### src/rtl/rowupd_pkg.sv
package rowupd_pkg;

   // Handshake state of the processor stall logic
   typedef enum logic [1:0] {
      WS_IDLE  = 2'd0,   // no request outstanding
      WS_STALL = 2'd1,   // request seen, processor held
      WS_DONE  = 2'd2    // committed, waiting for request to drop
   } wait_state_e;

   // Width needed to count up to n (at least one bit)
   function automatic int unsigned cnt_width(input int unsigned n);
      int unsigned w;
      w = 1;
      while ((1 << w) < n) w++;
      return w;
   endfunction

endpackage

### src/rtl/rowupd_blank_pipe.sv
// Chain of character-clock delays of the blanking input.
// taps_o[k-1] is blank delayed by k character clocks.
module rowupd_blank_pipe #(
   parameter int unsigned DEPTH = 2
) (
   input  logic             clk,
   input  logic             rst_n,
   input  logic             blank_i,
   output logic [DEPTH-1:0] taps_o
);

   logic [DEPTH-1:0] stage_q;

   for (genvar k = 0; k < DEPTH; k++) begin : g_stage
      if (k == 0) begin : g_first
         always_ff @(posedge clk) begin
            if (!rst_n) stage_q[k] <= 1'b0;
            else        stage_q[k] <= blank_i;
         end
      end else begin : g_next
         always_ff @(posedge clk) begin
            if (!rst_n) stage_q[k] <= 1'b0;
            else        stage_q[k] <= stage_q[k-1];
         end
      end
   end

   assign taps_o = stage_q;

endmodule

### src/rtl/rowupd_wait_ctl.sv
// Stall and commit handshake for the processor write.
module rowupd_wait_ctl
   import rowupd_pkg::*;
(
   input  logic clk,
   input  logic rst_n,
   input  logic wr_req_i,
   input  logic window_i,   // safe commit window
   output logic wait_o,
   output logic commit_o
);

   wait_state_e state_q, state_d;
   logic        not_done;

   assign not_done = (state_q != WS_DONE);
   assign wait_o   = wr_req_i && not_done;
   assign commit_o = wr_req_i && not_done && window_i;

   always_comb begin
      state_d = state_q;
      if (!wr_req_i)              state_d = WS_IDLE;
      else if (commit_o)          state_d = WS_DONE;
      else if (state_q == WS_IDLE) state_d = WS_STALL;
   end

   always_ff @(posedge clk) begin
      if (!rst_n) state_q <= WS_IDLE;
      else        state_q <= state_d;
   end

endmodule

### src/rtl/rowupd_row_regs.sv
// Committed row start, attribute and scan preset registers.
module rowupd_row_regs #(
   parameter int unsigned ADDR_W = 12,
   parameter int unsigned ATTR_W = 4,
   parameter int unsigned SCAN_W = 4
) (
   input  logic              clk,
   input  logic              rst_n,
   input  logic              commit_i,
   input  logic [ADDR_W-1:0] addr_i,
   input  logic [ATTR_W-1:0] attr_i,
   input  logic [SCAN_W-1:0] preset_i,
   output logic [ADDR_W-1:0] addr_o,
   output logic [ATTR_W-1:0] attr_o,
   output logic [SCAN_W-1:0] preset_o
);

   localparam int unsigned TOT_W = ADDR_W + ATTR_W + SCAN_W;

   logic [TOT_W-1:0] img_q;

   always_ff @(posedge clk) begin
      if (!rst_n)        img_q <= '0;
      else if (commit_i) img_q <= {addr_i, attr_i, preset_i};
   end

   assign {addr_o, attr_o, preset_o} = img_q;

endmodule

### src/rtl/rowupd_col_ctr.sv
// Character column address: reloads in blanking, advances in the active line.
module rowupd_col_ctr
   import rowupd_pkg::*;
#(
   parameter int unsigned ADDR_W      = 12,
   parameter int unsigned LINE_COLS   = 80,
   parameter bit          STOP_AT_END = 1'b1
) (
   input  logic              clk,
   input  logic              rst_n,
   input  logic              blank_i,
   input  logic              load_i,
   input  logic [ADDR_W-1:0] start_i,
   output logic [ADDR_W-1:0] col_o
);

   logic [ADDR_W-1:0] col_q;
   logic              adv_ok;
   logic              step;

   assign step = !load_i && !blank_i && adv_ok;

   if (STOP_AT_END) begin : g_stop
      localparam int unsigned          POS_W    = cnt_width(LINE_COLS);
      localparam logic [POS_W-1:0]     LAST_POS = POS_W'(LINE_COLS - 1);
      logic [POS_W-1:0] pos_q;

      assign adv_ok = (pos_q != LAST_POS);

      always_ff @(posedge clk) begin
         if (!rst_n)      pos_q <= '0;
         else if (load_i) pos_q <= '0;
         else if (step)   pos_q <= pos_q + 1'b1;
      end
   end else begin : g_free
      assign adv_ok = 1'b1;
   end

   always_ff @(posedge clk) begin
      if (!rst_n)      col_q <= '0;
      else if (load_i) col_q <= start_i;
      else if (step)   col_q <= col_q + 1'b1;
   end

   assign col_o = col_q;

endmodule

### src/rtl/rowupd_ctrl.sv
// Top: row address update controller synchronized to horizontal blanking.
module rowupd_ctrl #(
   parameter int unsigned ADDR_W      = 12,
   parameter int unsigned ATTR_W      = 4,
   parameter int unsigned SCAN_W      = 4,
   parameter int unsigned LINE_COLS   = 80,
   parameter bit          STOP_AT_END = 1'b1,
   parameter int unsigned LOAD_DLY    = 1,   // reload window delay, char clocks
   parameter int unsigned COMMIT_DLY  = 2    // commit window delay, char clocks
) (
   input  logic              clk,
   input  logic              rst_n,
   input  logic              blank_i,
   input  logic              wr_req_i,
   input  logic [ADDR_W-1:0] row_addr_i,
   input  logic [ATTR_W-1:0] row_attr_i,
   input  logic [SCAN_W-1:0] scan_preset_i,
   output logic              wait_o,
   output logic              wr_strobe_o,
   output logic [ADDR_W-1:0] row_start_o,
   output logic [ATTR_W-1:0] row_attr_o,
   output logic [SCAN_W-1:0] scan_preset_o,
   output logic [ADDR_W-1:0] col_addr_o
);

   localparam int unsigned PIPE_D = COMMIT_DLY;

   // elaboration-time parameter checks
   if (ADDR_W < 2) begin : g_bad_addr
      $error("rowupd_ctrl: ADDR_W must be at least 2");
   end
   if (LOAD_DLY < 1) begin : g_bad_load
      $error("rowupd_ctrl: LOAD_DLY must be at least 1");
   end
   if (COMMIT_DLY <= LOAD_DLY) begin : g_bad_commit
      $error("rowupd_ctrl: COMMIT_DLY must exceed LOAD_DLY");
   end
   if (LINE_COLS < 2 || LINE_COLS > (1 << ADDR_W)) begin : g_bad_cols
      $error("rowupd_ctrl: LINE_COLS out of range");
   end

   logic [PIPE_D-1:0] blank_taps;
   logic              load_win;
   logic              commit_win;
   logic              commit;

   rowupd_blank_pipe #(.DEPTH(PIPE_D)) u_pipe (
      .clk     (clk),
      .rst_n   (rst_n),
      .blank_i (blank_i),
      .taps_o  (blank_taps)
   );

   assign load_win   = blank_i && blank_taps[LOAD_DLY-1];
   assign commit_win = blank_i && blank_taps[COMMIT_DLY-1];

   rowupd_wait_ctl u_wait (
      .clk      (clk),
      .rst_n    (rst_n),
      .wr_req_i (wr_req_i),
      .window_i (commit_win),
      .wait_o   (wait_o),
      .commit_o (commit)
   );

   rowupd_row_regs #(
      .ADDR_W (ADDR_W),
      .ATTR_W (ATTR_W),
      .SCAN_W (SCAN_W)
   ) u_regs (
      .clk      (clk),
      .rst_n    (rst_n),
      .commit_i (commit),
      .addr_i   (row_addr_i),
      .attr_i   (row_attr_i),
      .preset_i (scan_preset_i),
      .addr_o   (row_start_o),
      .attr_o   (row_attr_o),
      .preset_o (scan_preset_o)
   );

   rowupd_col_ctr #(
      .ADDR_W      (ADDR_W),
      .LINE_COLS   (LINE_COLS),
      .STOP_AT_END (STOP_AT_END)
   ) u_col (
      .clk     (clk),
      .rst_n   (rst_n),
      .blank_i (blank_i),
      .load_i  (load_win),
      .start_i (row_start_o),
      .col_o   (col_addr_o)
   );

   assign wr_strobe_o = commit;

endmodule

### config.mk
export PLATFORM = sky130hd
export DESIGN_NAME = rowupd_ctrl
export DESIGN_NICKNAME = d
export VERILOG_FILES = /design/src/rtl/rowupd_pkg.sv /design/src/rtl/rowupd_blank_pipe.sv /design/src/rtl/rowupd_wait_ctl.sv /design/src/rtl/rowupd_row_regs.sv /design/src/rtl/rowupd_col_ctr.sv /design/src/rtl/rowupd_ctrl.sv
export SDC_FILE = /design/constraint.sdc
export NUM_CORES = 1
export LEC_CHECK = 0
export ABC_AREA = 1
export ABC_CLOCK_PERIOD_IN_PS = 1500
export CORE_UTILIZATION = 30
export CTS_BUF_LIST = sky130_fd_sc_hd__clkbuf_4 sky130_fd_sc_hd__clkbuf_8 sky130_fd_sc_hd__clkbuf_16
export DETAILED_ROUTE_END_ITERATION = 6
export GPL_TIMING_DRIVEN = 0
export MAX_ROUTING_LAYER = met4
export PLACE_DENSITY = 0.59
export SLEW_MARGIN = 25
export SYNTH_ARGS = -nofsm -noshare
export SYNTH_HDL_FRONTEND = slang
export SYNTH_SLANG_ARGS = --single-unit
### constraint.sdc
create_clock -name clk -period 1.5 [get_ports clk]
set_clock_uncertainty 0.2 [all_clocks]
set_input_delay 0.15 -clock clk [delete_from_list [all_inputs] [get_ports clk]]
set_output_delay 0.15 -clock clk [all_outputs]
set_load 0.005 [all_outputs]
**Word-level counts from Yosys, hierarchy flattened**

Cells that the tools add are included.

- Bitwise logic cells: 2
- Equal/unequal tests: 2
- Multiplexer cells: 4
- $add $sub $neg: 2
- Reduce and logical (&&, ||, !) cells: 14

Operator list:

| operator | number |
|---|---|
| $mux W12 | 2 |
| $add A12 B1 Y12 const B | 1 |
| $add A7 B1 Y7 const B | 1 |
| $ne A7 B7 Y1 const B | 1 |
| $logic_and A1 B1 Y1 | 6 |
| $mux W2 | 2 |
| $reduce_bool A2 Y1 | 2 |
| $reduce_or A3 Y1 | 1 |
| $logic_not A1 Y1 | 2 |
| $logic_not A2 Y1 | 1 |
| $ne A2 B2 Y1 const B | 1 |
| $not A1 Y1 | 2 |
| $reduce_and A2 Y1 | 1 |
| $reduce_or A2 Y1 | 1 |

- Output and inout bits: 34
- Bits of input ports: 24
- Register bits after elaboration: 43

**Logic depth before layout (Yosys ltp)**

Gate-level depths: netlist (run 1).

- Depth after elaboration: 6
- Mapped depth: 9

**By module**

From an unflattened synthesis (run 1), not the netlist that was laid out.

- Cells, all modules: 340
- Area, all modules: 2243.4 um^2

Modules (own cells, without submodules):

| module | instances | cells each | area each (um^2) | seq. area each (um^2) |
|---|---|---|---|---|
| rowupd_col_ctr | 1 | 191 | 1253.7 | 380.4 |
| rowupd_row_regs | 1 | 126 | 830.8 | 400.4 |
| rowupd_wait_ctl | 1 | 13 | 88.8 | 40.0 |
| rowupd_blank_pipe | 1 | 6 | 55.1 | 40.0 |
| rowupd_ctrl | 1 | 4 | 15.0 | 0.0 |

**Worst setup path after synthesis (run 1)**

OpenSTA, ideal clock, no wires.

- Path kind: register to register
- Start: reg u_col.g_stop.pos_q[0]
- End: reg u_col.col_q[3], in the netlist u_col.col_o[3]
- Cell stages (with the launch flop): 8
- Data arrival time: 1.147 ns
- Buffers on the path: 1
- Slack: 0.021 ns
- Path through: dfxtp_1 ha_1 nand3_2 nor2_2 nor2_2 buf_2 a21oi_1 a21oi_1

- Cells in the longest elaborated chain, start to end: 3

RTL lines:

| element | RTL line | RTL |
|---|---|---|
| start, declared | rowupd_col_ctr.sv:26 | `logic [POS_W-1:0] pos_q;` |
| start signal, assigned | rowupd_col_ctr.sv:33 | `else if (step) pos_q <= pos_q + 1'b1;` |
| $ne A7 B7 Y1 | rowupd_col_ctr.sv:28 | `assign adv_ok = (pos_q != LAST_POS);` |
| $logic_and A1 B1 Y1 | rowupd_col_ctr.sv:21 | `assign step = !load_i && !blank_i && adv_ok;` |
| $reduce_bool A2 Y1 (no source line) | n/a |  |
| end signal, assigned | rowupd_col_ctr.sv:41 | `else if (load_i) col_q <= start_i;` |
| end signal, assigned | rowupd_col_ctr.sv:42 | `else if (step) col_q <= col_q + 1'b1;` |
| end, declared | rowupd_col_ctr.sv:17 | `logic [ADDR_W-1:0] col_q;` |

Every way passes these cells.
A chain may end at the register's enable or synchronous reset.

**Final worst setup path (run 1)**

- Start: reg u_col.g_stop.pos_q[1]
- End: reg u_col.col_q[3], in the netlist u_col.col_o[3]

Same word-level chain as after synthesis.

==> results of run 1 <==
-- what timing repair did --
action                                  CTS  global route
gates resized for setup                  68            55
pin swaps                                 5             7
gates cloned                              2             0
endpoints found under the setup margin   58            57
buffers inserted                         18             3
-- worst min path at each step --
| stage | endpoint | slack [ps] | cells past startpoint |
|---|---|---|---|
| 2_1_floorplan | u_pipe.taps_o[0] | 40 | 2 |
| 3_3_place_gp | u_pipe.taps_o[1] | 230 | 2 |
| 3_5_place_dp | u_pipe.taps_o[1] | 220 | 2 |
| 4_1_cts | u_pipe.taps_o[0] | 150 | 3 |
| 5_1_grt | u_regs.img_q[4] | 200 | 3 |
| 6_report | u_pipe.taps_o[0] | 180 | 3 |
-- cells by family after synthesis --
family                   count (synthesis)  share of synthesized area
AO/OA/AOI/OAI                           46                     0.1166
XOR/XNOR                                 2                   0.008686
adder cells (fa/ha/maj)                  2                    0.01240
buffers and inverters                   44                    0.09367
flip-flops                              43                     0.4268
AND/OR/NAND/NOR                        157                     0.3418
-- metrics by stage --
stage	power, W	instance area [um2]	util	hold slack, ps
floorplan	0.001295	2017	-	43.45
global placement	0.001416	2684	0.4179	229.6
detailed placement	0.001419	2684	0.4179	216.1
CTS	0.002261	3020	0.4703	154.6
global route	0.002356	3203	0.4987	199.2
finish	0.002257	3203	0.4987	177.9
-- worst max-delay path, stage by stage, from the launching register on --
cell and delay (ps):
dfxtp_2 360, ha_4 150, nand3_4 110, nor2_4 130
nor2_4 50, buf_6 160, nor2_8 110, nand2_1 80
a21oi_2 110
-- sequential cells by signal, summed over array words and instances (netlist names) --
name and count:
u_regs.img_q 20, u_col.col_o 12, u_col.g_stop.pos_q 7, u_pipe.taps_o 2, u_wait.state_q 2
-- power breakdown --
part | switching (W) | leakage, nW | total [W] | internal, W
Combinational | 0.000119 | 1.17 | 0.000253 | 0.000134
Clock | 0.000416 | 0.0505 | 0.000836 | 0.000419
Sequential | 0.0000157 | 0.364 | 0.00117 | 0.00115
-- synthesized netlist by cell type --
master | instances | area share
nand2_1 | 90 | 0.17
dfxtp_1 | 43 | 0.43
a21oi_1 | 36 | 0.089
inv_1 | 31 | 0.058
nand3_1 | 28 | 0.069
nor2_1 | 26 | 0.048
o21ai_0 | 8 | 0.020
buf_2 | 4 | 0.0099
clkbuf_1 | 3 | 0.0056
inv_2 | 3 | 0.0056
nand3_2 | 3 | 0.015
nor2_2 | 3 | 0.0093
buf_6 | 2 | 0.011
ha_1 | 2 | 0.012
nand3b_1 | 2 | 0.0074
o21bai_1 | 2 | 0.0074
buf_4 | 1 | 0.0037
nand2_2 | 1 | 0.0031
nor2_4 | 1 | 0.0056
nor2_8 | 1 | 0.0099
nor3_1 | 1 | 0.0025
nor3b_1 | 1 | 0.0037
xnor2_1 | 1 | 0.0043
xor2_1 | 1 | 0.0043
-- metal layers --
metal,GRT usage,wire (um)
met1,0.2038,2474
met2,0.2943,2743
met3,0.03660,361
met4,0.04702,59
met5,-,0
-- layout make-up --
type | instances | share of cell area
Tap cell | 77 | 0.03008
Multi-Input combinational cell | 207 | 0.3422
Buffer | 9 | 0.02383
Sequential cell | 43 | 0.2855
Clock inverter | 1 | 0.002344
Clock buffer | 7 | 0.03008
Timing Repair Buffer | 80 | 0.2438
Inverter | 34 | 0.04219
==> key figures, run 1 <==
Yosys
  – Netlist cell types: 24
  – Synth Instances: 294
  – #FFs+latches synth: 43
  – Post-Syn Area per Cell: 6.860 um2
  – Synth Cell Area: 2017 um2
  – Post-Syn Nets: 320
  – Seq/Total Area, Yosys: 0.4268
  – Yosys warns: 0

Timing
  – Final number of setup-violating endpoints: 7
  – Final Max Tran Viols: 0
  – Worst-Margin Slew: 375.3 ps
  – Final Hold Fails: 0
  – Setup WS post-layout: -43.52 ps
  – Tmin final: 1544 ps
  – Unrepaired setup endpoints after global routing: yes
  – Relative slew margins: 0.7498
  – Highest Clock Rate: 0.6479 GHz
  – Final setup TNS: -192.9 ps
  – Tcrit/Tclk final: 1.029

Clocking
  – TritonCTS Buffers: 5
  – H-tree depth: 2
  – TritonCTS clock tree: done
  – Clock Tree Root: clkbuf_8
  – Max clock buf depth: 2
  – CTS sink cnt: 43
  – Clk_lat worst skew: 300 ps
  – Hold-fix buffers, CTS: 0
  – Clock slew at reported path FFs: 90 ps

Placement
  – Placed Cells: 428
  – HPWL after DPL: 3783 um
  – Port-buffer cells: 57
  – Final Wtd Congestion: 0.7841
  – Pre-CTS setup slack: -808.6 ps

GRT
  – GRT overflow: 0
  – Largest net degree at the start of global routing: 14
  – Tot GR Track Use: 0.1719
  – Initial antenna violation count: 0
  – Vias in the first global route: 2035
  – First-pass GRT wire length: 9446 um

Floorplanning
  – Initial Util: 0.3140
  – Die Wd: 84.00 um
  – Placeable Area: 6422 um2
  – Die ar.: 7055 um2
  – Chip height: 84.00 um
  – Rows: 29
  – Ports: 58

Final layout
  – # diodes: 0
  – Multi-input logic area: 1096 um2
  – Fillers: 610
  – Commonest non-fill, non-tap cell in the layout: nand2_1
  – Sequential cell area: 914.6 um2
  – Non-Filler Instances: 458
  – Nets: 406
  – Layout area overhead: 58.81%
  – Most frequent cells in the layout: nand2_1, a21oi_1, inv_1
  – Share of layout cells above drive strength 1: 0.2625

Worst setup path
  – Crit path max fanout: 5
  – CP endpoint kind: register
  – Critical Path Sink: u_col.col_o[3]
  – WP data arrival: 1570 ps
  – Worst path required time: 1530 ps
  – R2r startpoint: u_col.g_stop.pos_q[1]
  – CP startpoint: u_col.g_stop.pos_q[1]
  – R2R Setup Slk: -40 ps
  – Critical path type: register to register
  – Worst Setup Start Kind: register
  – Worst r2r dst: u_col.col_o[3]
  – Reg2Reg Depth: 8

Routing
  – Drt via density: 4.624
  – Routed len/inst: 12.31 um
  – Post-Route WL: 5639 um
  – Detail Route Antenna Nets: 0
  – Vias: 2118
  – DRC marker count from the first detailed-route iteration: 76
  – Total iterations of the first detailed-routing run: 6
  – DRC Markers: 5

Power
  – Cell leakage power: 1.588 nW
  – Worst IR Drop VDD: 385.2 uV
  – Power per cell area: 704.6 nW/um2

Outcome
  – Status: finished, violations left
  – Violations in the final reports: design-rule violations, negative setup slack

Min path
  – Critical hold path startpoint: blank_i
  – Hold Crit Class: input pin to register

Run
  – Max Cap Viol: 0
Power figures use the tool's default switching activity.
==> run 2: changes to the inputs <==
- CORE_UTILIZATION: 30 -> 42
- GPL_TIMING_DRIVEN: 0 -> default
- PLACE_DENSITY: 0.59 -> 0.77
==> run 2 against run 1 <==
  * Power rose by 3.5%
  * The flow still finishes with violations (design-rule violations, negative setup slack)
  * Fmax decreased by 1.4%
  * Core utilization rose by 22 points
  * Critical path depth is 1 higher
  * Clock power rose by 7.4%
  * Final area shrank 0.23%
  * Critical endpoint is now u_col.col_o[11]
  * Register-to-register slack worse by 20 ps
  * Via count rose by 2.8%
  * Highest routed layer unchanged
  * Worst setup slack worse by 22 ps
  * Combinational power is 6% higher
  * Sequential cell count stayed put
==> key figures, run 2 (synthesis gave the netlist of run 1 again) <==
GRT
  – GRT overflow: 0 (unchanged)
  – Vias in the first global route: 2074 (+1.9%)
  – Tot GR Track Use: 0.2315 (+0.05958)
  – Largest net degree at the start of global routing: 26 (+12)
  – Initial antenna violation count: 0 (unchanged)
  – First-pass GRT wire length: 9004 um (-4.7%)

Timing
  – Final Max Tran Viols: 0 (unchanged)
  – Setup WS post-layout: -65.67 ps (-22.15 ps)
  – Final setup TNS: -373.8 ps (-181.0 ps)
  – Final Hold Fails: 0 (unchanged)
  – Relative slew margins: 0.7927 (+0.04293)
  – Tcrit/Tclk final: 1.044 (+0.01476)
  – Unrepaired setup endpoints after global routing: yes
  – Final number of setup-violating endpoints: 11 (+4)
  – Highest Clock Rate: 0.6387 GHz (-1.4%)
  – Tmin final: 1566 ps (+22.15 ps)
  – Worst-Margin Slew: 308.5 ps (-66.77 ps)
  – Hold slack final: 198.8 ps (+20.91 ps)

Floorplanning
  – Die ar.: 5084 um2 (-28%)
  – Initial Util: 0.4508 (+0.1367)
  – Die Wd: 71.30 um (-15%)
  – Chip height: 71.30 um (-15%)
  – Ports: 58 (unchanged)
  – Placeable Area: 4474 um2 (-30%)
  – Rows: 24 (-17%)

Routing
  – DRC Markers: 5 (unchanged)
  – Total iterations of the first detailed-routing run: 7 (+1)
  – Drt via density: 5.016 (+8.5%)
  – Post-Route WL: 5618 um (-0.37%)
  – DRC marker count from the first detailed-route iteration: 171 (+130%)
  – Vias: 2177 (+2.8%)
  – Routed len/inst: 12.94 um (+5.1%)
  – Detail Route Antenna Nets: 0 (unchanged)

Worst setup path
  – Cell mode on critical path: nor2_1
  – R2r startpoint: u_col.g_stop.pos_q[1]
  – Worst path required time: 1530 ps (about the same)
  – Critical path type: register to register
  – Slowest Stage Delay on Critical Path: 340 ps (-20 ps)
  – CP startpoint: u_col.g_stop.pos_q[1]
  – Crit path cell chain: ha_4 -> nand3_4 -> nor2_4 -> nor2_4 -> buf_12 -> nand2_1 -> nor2_1 -> nor2_1 -> nor2_1
  – Slowest-stage cell, CP: dfxtp_2
  – CP endpoint kind: register
  – Worst Setup Start Kind: register
  – WP data arrival: 1600 ps (+30 ps)
  – Crit path max fanout: 10 (+5)

Final layout
  – Fin area: 3196 um2 (-0.23%)
  – Layout area overhead: 58.44%
  – Share of layout cells above drive strength 1: 0.2644 (+0.001931)
  – Most frequent cells in the layout: nand2_1, a21oi_1, inv_1
  – Commonest non-fill, non-tap cell in the layout: nand2_1
  – Largest register FFs: 20 (unchanged)
  – # diodes: 0 (unchanged)
  – Most flops, register: u_regs.img_q
  – Nets: 408 (+0.49%)

Min path
  – Critical hold path startpoint: scan_preset_i[0]
  – Hold Crit Class: input pin to register

Clocking
  – TritonCTS clock tree: done
  – H-tree depth: 2 (unchanged)
  – TritonCTS Buffers: 5 (unchanged)
  – Max clock buf depth: 2 (unchanged)
  – Hold-fix buffers, CTS: 0 (unchanged)
  – Clock Tree Root: clkbuf_8
  – Clk_lat worst skew: 290 ps (about the same)
  – Clock slew at reported path FFs: 80 ps (about the same)
  – CTS sink cnt: 43 (unchanged)

Power
  – Worst IR Drop VDD: 579.1 uV (+50%)
  – Cell leakage power: 1.627 nW (+2.4%)
  – Overall power: 0.002336 W (+3.5%)
  – Power per cell area: 731.0 nW/um2 (+3.7%)

Run
  – Max Cap Viol: 0 (unchanged)

Placement
  – Final Wtd Congestion: 0.8277 (+5.6%)
  – Port-buffer cells: 57 (unchanged)
  – HPWL after DPL: 3577 um (-5.4%)
  – Placement Cell Area: 2759 um2 (+2.8%)

Outcome
  – Violations in the final reports: design-rule violations, negative setup slack
  – Status: finished, violations left
run 2: power breakdown:
| group | switching, W | internal (W) | total, W | leakage [nW] |
|---|---|---|---|---|
| combinational | 0.000119 | 0.000149 | 0.000268 | 1.21 |
| sequential | 0.0000143 | 0.00116 | 0.00117 | 0.361 |
| clock | 0.000391 | 0.000507 | 0.000898 | 0.0547 |
| total | 0.000525 | 0.00181 | 0.00234 | 1.63 |
run 2: layer usage:
metal,vias to the layer above,part of all wire,track usage
met2,82,0.49,0.3862
met3,4,0.068,0.06892
li1,1106,-,-
met5,-,0,-
met4,0,0.0053,0.06000
met1,985,0.43,0.2724
run 2: area by class of cell:
class	count	area (um2)
clock inverters	1	30.03
fillers	351	1279
multi-input cells	207	1099
repair buffers	91	894.6
flip-flops and latches	43	903.4
inverters	34	127.6
clock buffers	6	76.32
well taps	52	65.06
run 2: path summary, 6_finish.rpt:
path                            to  slack (ps)  depth (start not counted)
setup / recovery   u_col.col_o[11]         -70                          9
hold / removal     u_regs.img_q[0]         200                          3
setup reg to reg   u_col.col_o[11]         -70                          9
hold reg to reg   u_pipe.taps_o[1]         240                          2
run 2: repair_timing:
action                                  4_1_cts  5_1_grt
pin swaps                                     3       10
endpoints found under the setup margin       39       45
buffers inserted                             11        2
gates resized for setup                      47       52
cloned                                        1        1
run 2: worst max-delay path, delay by kind of cell (launching register included):
| kind | cells | cell delay [ps] |
|---|---|---|
| buffers and inverters | 1 | 150 |
| AND/OR/NAND/NOR | 7 | 630 |
| flip-flops | 1 | 340 |
| adder cells (fa/ha/maj) | 1 | 170 |
run 2: through the flow:
step | setup slack (ps) | std cells | util
after floorplan | 20.89 | 294 | -
after global placement | -226.9 | 412 | 0.6166
after detailed placement | -314.6 | 412 | 0.6166
after CTS | -9.940 | 431 | 0.6762
after global routing | -140.0 | 434 | 0.7142
final | -65.67 | 434 | 0.7142
==> run 3: changes to the inputs <==
- CORE_UTILIZATION: 42 -> 44
- PLACE_DENSITY: 0.77 -> default
- PLACE_DENSITY_LB_ADDON: default -> 0.1
- SYNTH_HIERARCHICAL: default -> 1
==> run 3 against run 2 <==
  * The run ends with negative setup slack left
  * Critical path depth rose by 1
  * First-iteration DRC count fell by 13%
  * Final cell count rose by 20%
  * Combinational power rose by 35%
  * Clock-buffer cell count fell by 1
  * Synthesized area rose by 11%
  * Critical path type unchanged
  * Hold slack got worse by 83 ps
  * Largest cell class unchanged
  * Via count rose by 8.7%
==> key figures, run 3 <==
Worst setup path
  – Worst Setup Start Kind: register
  – Critical path type: register to register
  – Worst path required time: 1540 ps (about the same)
  – Crit path max fanout: 4 (-6)
  – WP data arrival: 1700 ps (+100 ps)
  – CP endpoint kind: register

Run
  – Max Cap Viol: 0 (unchanged)

Routing
  – Drt via density: 4.561 (-9.1%)
  – Routed met3 length: 340 um (-11%)
  – WL met1: 2599 um (+6.6%)
  – Detail Route Antenna Nets: 0 (unchanged)
  – Total iterations of the first detailed-routing run: 4 (-3)
  – Post-Route WL: 5744 um (+2.2%)
  – Vias: 2367 (+8.7%)
  – Routed len/inst: 11.07 um (-15%)
  – Max layer used: met4
  – DRC marker count from the first detailed-route iteration: 149 (-13%)
  – Metal2 WL: 2711 um (-2.0%)
  – DRC Markers: 0 (-5)

Yosys
  – Synth Cell Area: 2243 um2 (+11%)
  – Most area-consuming cells after synthesis: dfxtp_1, nand2_1, nor2_1, inv_1, nand3_1
  – Post-synth top area share: 0.3837 (-0.04308)
  – Ys flop type: dfxtp_1
  – Synth Instances: 340 (+16%)
  – Post-Syn Area per Cell: 6.598 um2 (-3.8%)
  – Netlist cell types: 30 (+25%)
  – #FFs+latches synth: 43 (unchanged)
  – Post-synth ARST share: 0 (unchanged)
  – Seq/Total Area, Yosys: 0.3837 (-0.04308)
  – Post-synth EDFFs: 0 (unchanged)
  – Post-synth top cells: nand2_1, nor2_1, inv_1
  – Post-Syn Nets: 366 (+14%)
  – Yosys warns: 6 (+6)
  – Post-synth top area cell: dfxtp_1
  – Count leader, synth: nand2_1

Timing
  – Tcrit/Tclk final: 1.110 (+0.06623)
  – Tmin final: 1665 ps (+99.34 ps)
  – Setup WS post-layout: -165.0 ps (-99.34 ps)
  – Relative slew margins: 0.8327 (+0.04002)
  – Highest Clock Rate: 0.6006 GHz (-6.0%)
  – Final number of setup-violating endpoints: 18 (+7)
  – Worst-Margin Slew: 250.0 ps (-58.58 ps)
  – Final Hold Fails: 0 (unchanged)
  – Final Max Tran Viols: 0 (unchanged)
  – Unrepaired setup endpoints after global routing: yes

GRT
  – Initial antenna violation count: 0 (unchanged)
  – First-pass GRT wire length: 9287 um (+3.1%)
  – Vias in the first global route: 2166 (+4.4%)
  – Tot GR Track Use: 0.2328 (+0.001283)
  – Largest net degree at the start of global routing: 21 (-19%)
  – GRT overflow: 0 (unchanged)

Final layout
  – Fin area: 3558 um2 (+11%)
  – Nets: 477 (+17%)
  – Most flops, register: u_regs/img_q
  – Layout area overhead: 58.62%
  – Commonest non-fill, non-tap cell in the layout: nand2_1
  – Most frequent cells in the layout: nand2_1, nor2_1, buf_4
  – # diodes: 0 (unchanged)
  – Largest register FFs: 20 (unchanged)
  – Multi-input logic area: 1215 um2 (+11%)
  – Share of layout cells above drive strength 1: 0.2942 (+0.02985)
  – Fillers: 393 (+12%)
  – Sequential cell area: 900.9 um2 (-0.28%)

Power
  – Cell leakage power: 1.983 nW (+22%)
  – Worst IR Drop VDD: 456.3 uV (-21%)
  – Power per cell area: 637.8 nW/um2 (-13%)

Floorplanning
  – Chip height: 73.41 um (+3.0%)
  – Die Wd: 73.41 um (+3.0%)
  – Placeable Area: 4817 um2 (+7.7%)
  – Ports: 58 (unchanged)
  – Initial Util: 0.4657 (+0.01493)
  – Die ar.: 5388 um2 (+6.0%)
  – Rows: 25 (+4.2%)

Placement
  – HPWL after DPL: 3789 um (+5.9%)
  – Pre-CTS setup slack: -344.1 ps (-29.45 ps)
  – Port-buffer cells: 57 (unchanged)
  – Placement Cell Area: 3147 um2 (+14%)
  – Final Wtd Congestion: 0.8453 (+2.1%)

Clocking
  – Max clock buf depth: 2 (unchanged)
  – Clk_lat worst skew: 290 ps (about the same)
  – Clock Tree Root: clkbuf_8
  – Clock slew at reported path FFs: 80 ps (about the same)
  – H-tree depth: 2 (unchanged)
  – TritonCTS clock tree: done
  – CTS sink cnt: 43 (unchanged)
  – TritonCTS Buffers: 5 (unchanged)

Outcome
  – Violations in the final reports: negative setup slack
  – Status: finished, violations left

Min path
  – Hold Crit Class: input pin to register
## run 3: path summary, 6_finish.rpt
kind	end	cells after the start	startpoint	slack, ps
setup / recovery	u_col/g_stop.pos_q[3]	10	u_col/g_stop.pos_q[0]	-170
hold / removal	u_pipe/taps_o[0]	4	blank_i	120
setup reg to reg	u_col/g_stop.pos_q[3]	10	u_col/g_stop.pos_q[0]	-170
hold reg to reg	u_pipe/taps_o[1]	2	u_pipe/taps_o[0]	250
## run 3: per-stage QoR
step | util | TNS, ps | hold slack (ps) | cells | power [W]
2_1_floorplan | - | -8.520 | 43.45 | 340 | 0.001359
3_3_place_gp | 0.6532 | -9704 | 229.3 | 492 | 0.001530
4_1_cts | 0.7096 | -1520 | 112.3 | 513 | 0.002271
6_report | 0.7387 | -1643 | 115.9 | 519 | 0.002270
5_1_grt | 0.7387 | -2892 | 155.8 | 519 | 0.002385
3_5_place_dp | 0.6532 | -10360 | 229.7 | 492 | 0.001535
## run 3: layout make-up
class / instances / area share
clock buffer: 5 / 0.01934
sequential: 43 / 0.2532
timing repair buffer: 113 / 0.3056
clock inverter: 3 / 0.004219
inverter: 50 / 0.05274
multi-input combinational: 238 / 0.3414
tap: 67 / 0.02356
## run 3: worst max-delay path, cell delays in order (launching register included)
cell and delay, ps:
dfxtp_2 370, ha_4 160, nand3_4 90, buf_6 130, nor2_4 150, buf_6 130, nor2_4 40, buf_4 140
nand3_1 60, nand2_1 60, a21oi_2 90
## run 3: power by group
group          leakage (nW)  internal [W]  switching [W]
logic                  1.57      0.000198       0.000165
registers             0.363       0.00117      0.0000182
clock network        0.0477      0.000319       0.000401
## run 3: routing by layer
layer  vias to the layer above  global-route usage
met2                        62              0.3786
met1                      1048              0.2782
met5                         -                   -
met3                         7             0.06722
li1                       1250                   -
met4                         0             0.07265
## run 3: timing repair
action | 4_1_cts | 5_1_grt
gates resized for setup | 53 | 36
buffers inserted | 11 | 6
hold buffers | 0 | 0
setup endpoints to repair | 47 | 38
pin swaps | 10 | 19
cloned | 2 | 1
## run 3: kinds of logic after synthesis
group	after synthesis	share of synthesized area
compound gates	21	0.05577
xor+xnor	3	0.01171
fa+ha+maj	2	0.01115
buf+inv	62	0.1299
flops	43	0.3837
simple gates	209	0.4077
